**config.mk**
```make
export PLATFORM = sky130hd
export DESIGN_NAME = sdram_cmd_monitor
export DESIGN_NICKNAME = d
export VERILOG_FILES = /design/src/rtl/sdcm_pkg.sv /design/src/rtl/sdcm_decode.sv /design/src/rtl/sdcm_bank_track.sv /design/src/rtl/sdcm_rrd_timer.sv /design/src/rtl/sdram_cmd_monitor.sv
export SDC_FILE = /design/constraint.sdc
export NUM_CORES = 1
export LEC_CHECK = 0
export CAP_MARGIN = 20
export CORE_AREA = 2 2 44 46
export CTS_BUF_LIST = sky130_fd_sc_hd__clkbuf_2
export DETAILED_ROUTE_END_ITERATION = 10
export DIE_AREA = 0 0 46 48
export PLACE_DENSITY = 0.82
export SLEW_MARGIN = 20
export SYNTH_ARGS = -nofsm -noshare
export SYNTH_HDL_FRONTEND = slang
export SYNTH_HIERARCHICAL = 1
export SYNTH_SLANG_ARGS = --single-unit
```
**constraint.sdc**
```tcl
create_clock -name clk -period 5.3 [get_ports clk]
set_clock_uncertainty 0.05 [all_clocks]
set_input_delay 1.06 -clock clk [delete_from_list [all_inputs] [get_ports clk]]
set_output_delay 1.06 -clock clk [all_outputs]
set_load 0.01 [all_outputs]
```
**src/rtl/sdcm_pkg.sv**
```systemverilog
// Shared command and error encodings for the SDRAM command monitor.
// Assumes a 4-bit command code and a 3-bit error code on the outputs.
package sdcm_pkg;

    typedef enum logic [3:0] {
        CMD_DESEL  = 4'd0,
        CMD_NOP    = 4'd1,
        CMD_MODE   = 4'd2,
        CMD_ACT    = 4'd3,
        CMD_READ   = 4'd4,
        CMD_WRITE  = 4'd5,
        CMD_PRE    = 4'd6,
        CMD_PREALL = 4'd7,
        CMD_BSTOP  = 4'd8,
        CMD_AREF   = 4'd9,
        CMD_SREF   = 4'd10,
        CMD_HOLD   = 4'd11
    } sdcm_cmd_e;

    typedef enum logic [2:0] {
        ERR_NONE       = 3'd0,
        ERR_IDLE_BANK  = 3'd1,
        ERR_REOPEN     = 3'd2,
        ERR_ACT_SPACE  = 3'd3,
        ERR_REF_OPEN   = 3'd4,
        ERR_MODE_OPEN  = 3'd5
    } sdcm_err_e;

endpackage

```
**src/rtl/sdcm_decode.sv**
```systemverilog
// Pin-level command decoder.
// Turns the sampled control pins into one command code. The clock-enable
// value of the previous edge is kept here: when it was low, no command is
// taken from the pins. Assumes the pins are stable around the rising edge.
module sdcm_decode
    import sdcm_pkg::*;
(
    input  logic      clk,
    input  logic      rst_n,
    input  logic      cke,
    input  logic      cs_n,
    input  logic      ras_n,
    input  logic      cas_n,
    input  logic      we_n,
    input  logic      a10,
    output sdcm_cmd_e cmd
);

    logic cke_q;

    // Remember clock enable of the previous edge.
    always_ff @(posedge clk) begin
        if (!rst_n) begin
            cke_q <= 1'b1;
        end else begin
            cke_q <= cke;
        end
    end

    // Map the pin pattern to a command code.
    always_comb begin
        cmd = CMD_NOP;
        if (!cke_q) begin
            cmd = CMD_HOLD;
        end else if (cs_n) begin
            cmd = CMD_DESEL;
        end else begin
            unique case ({ras_n, cas_n, we_n})
                3'b000:  cmd = CMD_MODE;
                3'b001:  cmd = cke ? CMD_AREF : CMD_SREF;
                3'b010:  cmd = a10 ? CMD_PREALL : CMD_PRE;
                3'b011:  cmd = CMD_ACT;
                3'b100:  cmd = CMD_WRITE;
                3'b101:  cmd = CMD_READ;
                3'b110:  cmd = CMD_BSTOP;
                default: cmd = CMD_NOP;
            endcase
        end
    end

endmodule

```
**src/rtl/sdcm_bank_track.sv**
```systemverilog
// Per-bank open-row tracker.
// One flag per bank, set by an activate to that bank, cleared by a
// single-bank precharge to it or by an all-bank precharge. Assumes cmd is
// the decoded command of the current edge.
module sdcm_bank_track
    import sdcm_pkg::*;
#(
    parameter int NUM_BANKS = 4,
    localparam int BA_W = (NUM_BANKS > 1) ? $clog2(NUM_BANKS) : 1
) (
    input  logic                 clk,
    input  logic                 rst_n,
    input  sdcm_cmd_e            cmd,
    input  logic [BA_W-1:0]      ba,
    output logic [NUM_BANKS-1:0] open_o
);

    for (genvar b = 0; b < NUM_BANKS; b++) begin : g_bank
        // Update the open flag of bank b.
        always_ff @(posedge clk) begin
            if (!rst_n) begin
                open_o[b] <= 1'b0;
            end else begin
                unique case (cmd)
                    CMD_ACT:    if (ba == BA_W'(b)) open_o[b] <= 1'b1;
                    CMD_PRE:    if (ba == BA_W'(b)) open_o[b] <= 1'b0;
                    CMD_PREALL: open_o[b] <= 1'b0;
                    default:    open_o[b] <= open_o[b];
                endcase
            end
        end
    end

    // an all-bank precharge leaves no bank open.
    a_r5_all_closed: assert property (@(posedge clk) disable iff (!rst_n)
        (cmd == CMD_PREALL) |=> (open_o == '0));

    // an activate leaves its bank open.
    a_r4_act_opens: assert property (@(posedge clk) disable iff (!rst_n)
        (cmd == CMD_ACT) |=> open_o[$past(ba)]);

    // deselect and held-clock cycles change no bank.
    a_r2_idle_stable: assert property (@(posedge clk) disable iff (!rst_n)
        (cmd == CMD_DESEL || cmd == CMD_HOLD) |=> $stable(open_o));

endmodule

```
**src/rtl/sdcm_rrd_timer.sv**
```systemverilog
// Activate-to-activate spacing timer.
// Counts edges since the last activate, saturating at TRRD. It flags an
// activate to a bank other than the last activated one that comes early.
// Assumes TRRD >= 1.
module sdcm_rrd_timer
    import sdcm_pkg::*;
#(
    parameter int TRRD = 2,
    parameter int BA_W = 2,
    localparam int GW = $clog2(TRRD + 1)
) (
    input  logic            clk,
    input  logic            rst_n,
    input  sdcm_cmd_e       cmd,
    input  logic [BA_W-1:0] ba,
    output logic            too_soon
);

    logic [GW-1:0]   gap_q;
    logic [BA_W-1:0] last_q;
    logic            is_act;

    assign is_act = (cmd == CMD_ACT);

    // Track the edge count and bank of the most recent activate.
    always_ff @(posedge clk) begin
        if (!rst_n) begin
            gap_q  <= GW'(TRRD);
            last_q <= '0;
        end else if (is_act) begin
            gap_q  <= GW'(1);
            last_q <= ba;
        end else if (gap_q < GW'(TRRD)) begin
            gap_q  <= gap_q + GW'(1);
        end
    end

    // Early activate to another bank.
    always_comb begin
        too_soon = is_act && (gap_q < GW'(TRRD)) && (ba != last_q);
    end

    // the spacing counter never passes its limit.
    a_r9_gap_bounded: assert property (@(posedge clk) disable iff (!rst_n)
        (gap_q <= GW'(TRRD)));

endmodule

```
**src/rtl/sdram_cmd_monitor.sv**
```systemverilog
// SDRAM command monitor top.
// Decodes the bus command, tracks open banks and registers an error code
// for bank-protocol violations. Pure observer: drives nothing on the bus.
// Assumes NUM_BANKS is a power of two and TRRD >= 1.
module sdram_cmd_monitor
    import sdcm_pkg::*;
#(
    parameter int NUM_BANKS = 4,
    parameter int TRRD      = 2,
    localparam int BA_W = (NUM_BANKS > 1) ? $clog2(NUM_BANKS) : 1
) (
    input  logic                 clk,
    input  logic                 rst_n,
    input  logic                 cke,
    input  logic                 cs_n,
    input  logic                 ras_n,
    input  logic                 cas_n,
    input  logic                 we_n,
    input  logic [BA_W-1:0]      ba,
    input  logic                 a10,
    output logic [3:0]           cmd_o,
    output logic [NUM_BANKS-1:0] bank_open_o,
    output logic                 err_o,
    output logic [2:0]           err_code_o
);

    sdcm_cmd_e cmd_now;
    sdcm_err_e err_next;
    sdcm_err_e err_q;
    sdcm_cmd_e cmd_q;
    logic      early_act;

    sdcm_decode i_decode (
        .clk   (clk),
        .rst_n (rst_n),
        .cke   (cke),
        .cs_n  (cs_n),
        .ras_n (ras_n),
        .cas_n (cas_n),
        .we_n  (we_n),
        .a10   (a10),
        .cmd   (cmd_now)
    );

    sdcm_bank_track #(.NUM_BANKS(NUM_BANKS)) i_banks (
        .clk    (clk),
        .rst_n  (rst_n),
        .cmd    (cmd_now),
        .ba     (ba),
        .open_o (bank_open_o)
    );

    sdcm_rrd_timer #(.TRRD(TRRD), .BA_W(BA_W)) i_rrd (
        .clk      (clk),
        .rst_n    (rst_n),
        .cmd      (cmd_now),
        .ba       (ba),
        .too_soon (early_act)
    );

    // Classify the current command against the bank state before it.
    always_comb begin
        err_next = ERR_NONE;
        unique case (cmd_now)
            CMD_READ, CMD_WRITE: begin
                if (!bank_open_o[ba]) err_next = ERR_IDLE_BANK;
            end
            CMD_ACT: begin
                if (bank_open_o[ba])  err_next = ERR_REOPEN;
                else if (early_act)   err_next = ERR_ACT_SPACE;
            end
            CMD_AREF, CMD_SREF: begin
                if (|bank_open_o)     err_next = ERR_REF_OPEN;
            end
            CMD_MODE: begin
                if (|bank_open_o)     err_next = ERR_MODE_OPEN;
            end
            default: err_next = ERR_NONE;
        endcase
    end

    // Register the reported command and error.
    always_ff @(posedge clk) begin
        if (!rst_n) begin
            cmd_q <= CMD_DESEL;
            err_q <= ERR_NONE;
        end else begin
            cmd_q <= cmd_now;
            err_q <= err_next;
        end
    end

    assign cmd_o      = cmd_q;
    assign err_code_o = err_q;
    assign err_o      = (err_q != ERR_NONE);

    // an idle-bank error is only reported against a read or a write.
    a_r7_idle_is_access: assert property (@(posedge clk) disable iff (!rst_n)
        (err_code_o == 3'(ERR_IDLE_BANK)) |->
            (cmd_o == 4'(CMD_READ) || cmd_o == 4'(CMD_WRITE)));

    // a reopen error leaves the bank open.
    a_r8_reopen_kept: assert property (@(posedge clk) disable iff (!rst_n)
        (err_code_o == 3'(ERR_REOPEN)) |-> (cmd_o == 4'(CMD_ACT)) && (bank_open_o != '0));

    // a refresh error means some bank was and still is open.
    a_r10_ref_open: assert property (@(posedge clk) disable iff (!rst_n)
        (err_code_o == 3'(ERR_REF_OPEN)) |-> (bank_open_o != '0));

    // no error code follows a held-clock or deselect cycle.
    a_r11_quiet: assert property (@(posedge clk) disable iff (!rst_n)
        (cmd_o == 4'(CMD_HOLD) || cmd_o == 4'(CMD_DESEL)) |-> !err_o);

endmodule

```
==> impl_metrics.py <==
metrics = {
    "worst_setup_path": {
        "worstSetupStartpointType": "primary input",
        "cp.required_ns": 5.49,
        "endpoint_kind": "flip-flop",
        "crit_type": "in -> reg",
        "worstPathArrival_ns": 3.31,
        "worstPathMaxFanout": 11,
    },
    "clocking": {
        "cts_hold_buf": 0,
        "cts_tree": "yes",
        "cts.sinks": 16,
        "clk_path_buf_depth": 2,
        "cts.repair.resized": 0,
        "clk_latency_ns": 0.28,
        "cts_made_buffers": 3,
        "clkTransAtPathRegs_ns": 0.15,
        "cts-root-buf": "clkbuf_2",
        "post-cts-setup-buffers": 0,
        "htreeDepth": 1,
    },
    "sta": {
        "fin_tns_setup_ns": 0,
        "slew_viol_final": 0,
        "worstMarginPinSlew_ns": 0.6533,
        "finalSetupViolations": 0,
        "fin_crit_ns": 3.126,
        "period_share": 0.5898,
        "hold_viol_final": 0,
        "fin_ws_ns": 2.174,
        "max_slew_margin": 0.5616,
        "max_freq_mhz": 319.9,
        "rsz0062_at_grt": "no",
    },
    "worst_hold_path": {
        "hold_class": "reg -> reg",
    },
    "detailed_routing": {
        "post_drt_via_cell_ratio": 5.889,
        "wl_per_cell_um": 13.82,
        "drcViolationCount": 0,
        "firstDrtPassIters": 4,
        "drt-initial-drc-count": 16,
        "vias": 795,
        "postRouteAntennaNets": 0,
        "wirelength_um": 1866,
    },
    "status": {
        "status": "finished clean",
    },
    "global_routing": {
        "track_usage": 0.1803,
        "antenna_found_initial": 0,
        "grt_max_degree": 22,
        "grt_overflow": 0,
        "grt_pass1_vias": 701,
        "grt_pass1_wl_um": 2863,
    },
    "power_and_ir_drop": {
        "clock_power_share": 0.214,
        "p_switching_uw": 71.62,
        "swShare": 0.2907,
        "intPower_uw": 174.7,
        "leakage_uw": 0.0003968,
        "power_uw": 246.3,
        "p_comb_frac": 0.250,
        "seqPwrFrac": 0.536,
        "p_per_area_nw_per_um2": 221.2,
        "irDropWorstVdd_mv": 0.1375,
    },
    "synthesis": {
        "ys_ff_latch": 16,
        "synth_cell_types": 36,
        "synth_warnings": 6,
        "seq_area_frac_synth": 0.3705,
        "synthesis.nets": 104,
        "synth_cells": 94,
        "syn_area_um2": 864.6,
        "syn_area_per_cell_um2": 9.198,
    },
    "floorplan": {
        "design.core.area_um2": 1689,
        "die_w_um": 46,
        "die_h_um": 48,
        "die-area_um2": 2208,
        "num_rows": 15,
        "pin_count": 22,
        "start_util": 0.5119,
    },
    "place": {
        "place_congestion": 0.8134,
        "dpl_cell_area_um2": 1099,
        "port-buffer-count": 21,
        "dp_worst_setup_slack_ns": 1.919,
        "hpwl_um": 1314,
    },
    "layout": {
        "n_fill_cell": 143,
        "area.growth.synth_to_final_pct": 28.80,
        "layout-drive-gt1-share": 0.08475,
        "n_antenna_cell": 0,
        "final_area_um2": 1114,
        "nets": 130,
        "utilization": 0.6593,
    },
    "flow_run": {
        "max_cap_violations": 0,
    },
}
-- path summary, 6_finish.rpt --
kind / start / endpoint / slack, ns / cells past startpoint
worst min register to register: i_rrd/last_q[0] / i_rrd/last_q[0] / 0.44 / 2
worst min-delay path: i_rrd/last_q[0] / i_rrd/last_q[0] / 0.44 / 2
worst max-delay path: ras_n / err_code_o[0] / 2.17 / 9
worst max register to register: i_decode/cke_q / err_code_o[0] / 3.38 / 6
-- final cells by class --
cell class	count	area [µm²]	share of cell area
Clock buffer	3	15.01	0.01348
Inverter	5	18.77	0.01685
Multi-Input combinational cell	72	520.5	0.4674
Sequential cell	16	320.3	0.2876
Tap cell	17	21.27	0.01910
Timing Repair Buffer	22	217.7	0.1955
-- cell usage after synthesis --
master     count  area [µm²]
nor3b_2        2       25.02
o21ai_1        2       10.01
a21boi_0       1       7.510
nor4bb_1       1       10.01
and2_1         4       25.02
and4bb_4       1       16.27
nand3b_1       2       15.01
a21bo_2        1       10.01
a211oi_1       1       7.510
nor4_1         2       12.51
xnor2_1        2       17.52
nor3_1         1       5.000
nor2b_1        1       6.260
o21ai_0        2       10.01
nand4b_1       4       35.03
nand4bb_1      2       22.52
a32oi_1        1       8.760
nand3_1        3       15.01
o21bai_1       1       7.510
mux2i_1        2       20.02
o311ai_1       3       26.28
dfxtp_1       16       320.3
nand2_1        8       30.03
nand2b_1       4       25.02
or3_1          2       12.51
a211oi_2       1       12.51
nor3b_1        3       22.52
o221a_1        1       11.26
mux4_2         1       22.52
xor2_1         1       8.760
buf_2          1       5.000
or3b_1         1       8.760
inv_1          5       18.77
o311ai_0       1       8.760
nor2_1         4       15.01
a21oi_1        6       30.03
-- logic make-up after synthesis --
kind of cell,synth area share
simple gates,0.3487
compound gates,0.1737
flops,0.3705
buf+inv,0.02749
xor+xnor,0.03040
mux,0.04920
-- per-layer routing --
metal / GRT usage / wire, µm / up-vias
met1: 0.2268 / 929 / 371
met5: 0 / 0 / -
met4: 0.09143 / 10 / 0
met3: 0.03396 / 60 / 2
li1: - / - / 402
met2: 0.2944 / 865 / 20
-- placed cells by master (no fill, tap or decap), drive strengths merged --
master / synthesis / final
clkdlybuf4s50: 0 / 21
dfxtp: 16 / 16
nand2: 8 / 8
a21oi: 6 / 6
inv: 5 / 5
nor3b: 5 / 5
nor2: 4 / 4
and2: 4 / 4
nand4b: 4 / 4
nand2b: 4 / 4
o311ai: 4 / 4
o21ai: 4 / 4
clkbuf: 0 / 3
nand3: 3 / 3
or3: 2 / 2
nand3b: 2 / 2
nor4: 2 / 2
nand4bb: 2 / 2
xnor2: 2 / 2
mux2i: 2 / 2
a211oi: 2 / 2
mux4: 1 / 1
or3b: 1 / 1
a21bo: 1 / 1
nor3: 1 / 1
o221a: 1 / 1
nor4bb: 1 / 1
o21bai: 1 / 1
nor2b: 1 / 1
a32oi: 1 / 1
and4bb: 1 / 1
xor2: 1 / 1
a21boi: 1 / 1
buf: 1 / 1
-- metrics by stage --
step / hold WS (ns) / instances
3_3_place_gp: 0.4088 / 132
6_report: 0.4370 / 135
4_1_cts: 0.4393 / 135
2_1_floorplan: 0.3980 / 94
5_1_grt: 0.4543 / 135
3_5_place_dp: 0.4201 / 132
-- flip-flops by register name, summed over array words and instances (netlist names) --
name and count:
err_code_o 3, cmd_o 4, i_rrd/last_q 2, i_banks/open_o 4, i_rrd/gap_q 2, i_decode/cke_q 1
-- power groups by stage --
stage / registers, µW / logic (µW) / clock network (µW)
after detailed placement: 135 / 60.9 / 0
after floorplan: 136 / 31.7 / 0
after CTS: 132 / 61.2 / 54.7
after global routing: 133 / 67.3 / 58.3
final: 132 / 61.5 / 52.8
after global placement: 134 / 59.6 / 0
-- worst max-delay path, cell delays in order --
cell and delay, ns:
clkdlybuf4s50_1 0.50, nor2b_1 0.19, a21oi_1 0.15, o21ai_1 0.22
nand4bb_1 0.30, a211oi_1 0.34, nand4b_1 0.16, a211oi_2 0.19
o221a_1 0.20
Note: power is estimated with default switching activity, not from simulation.
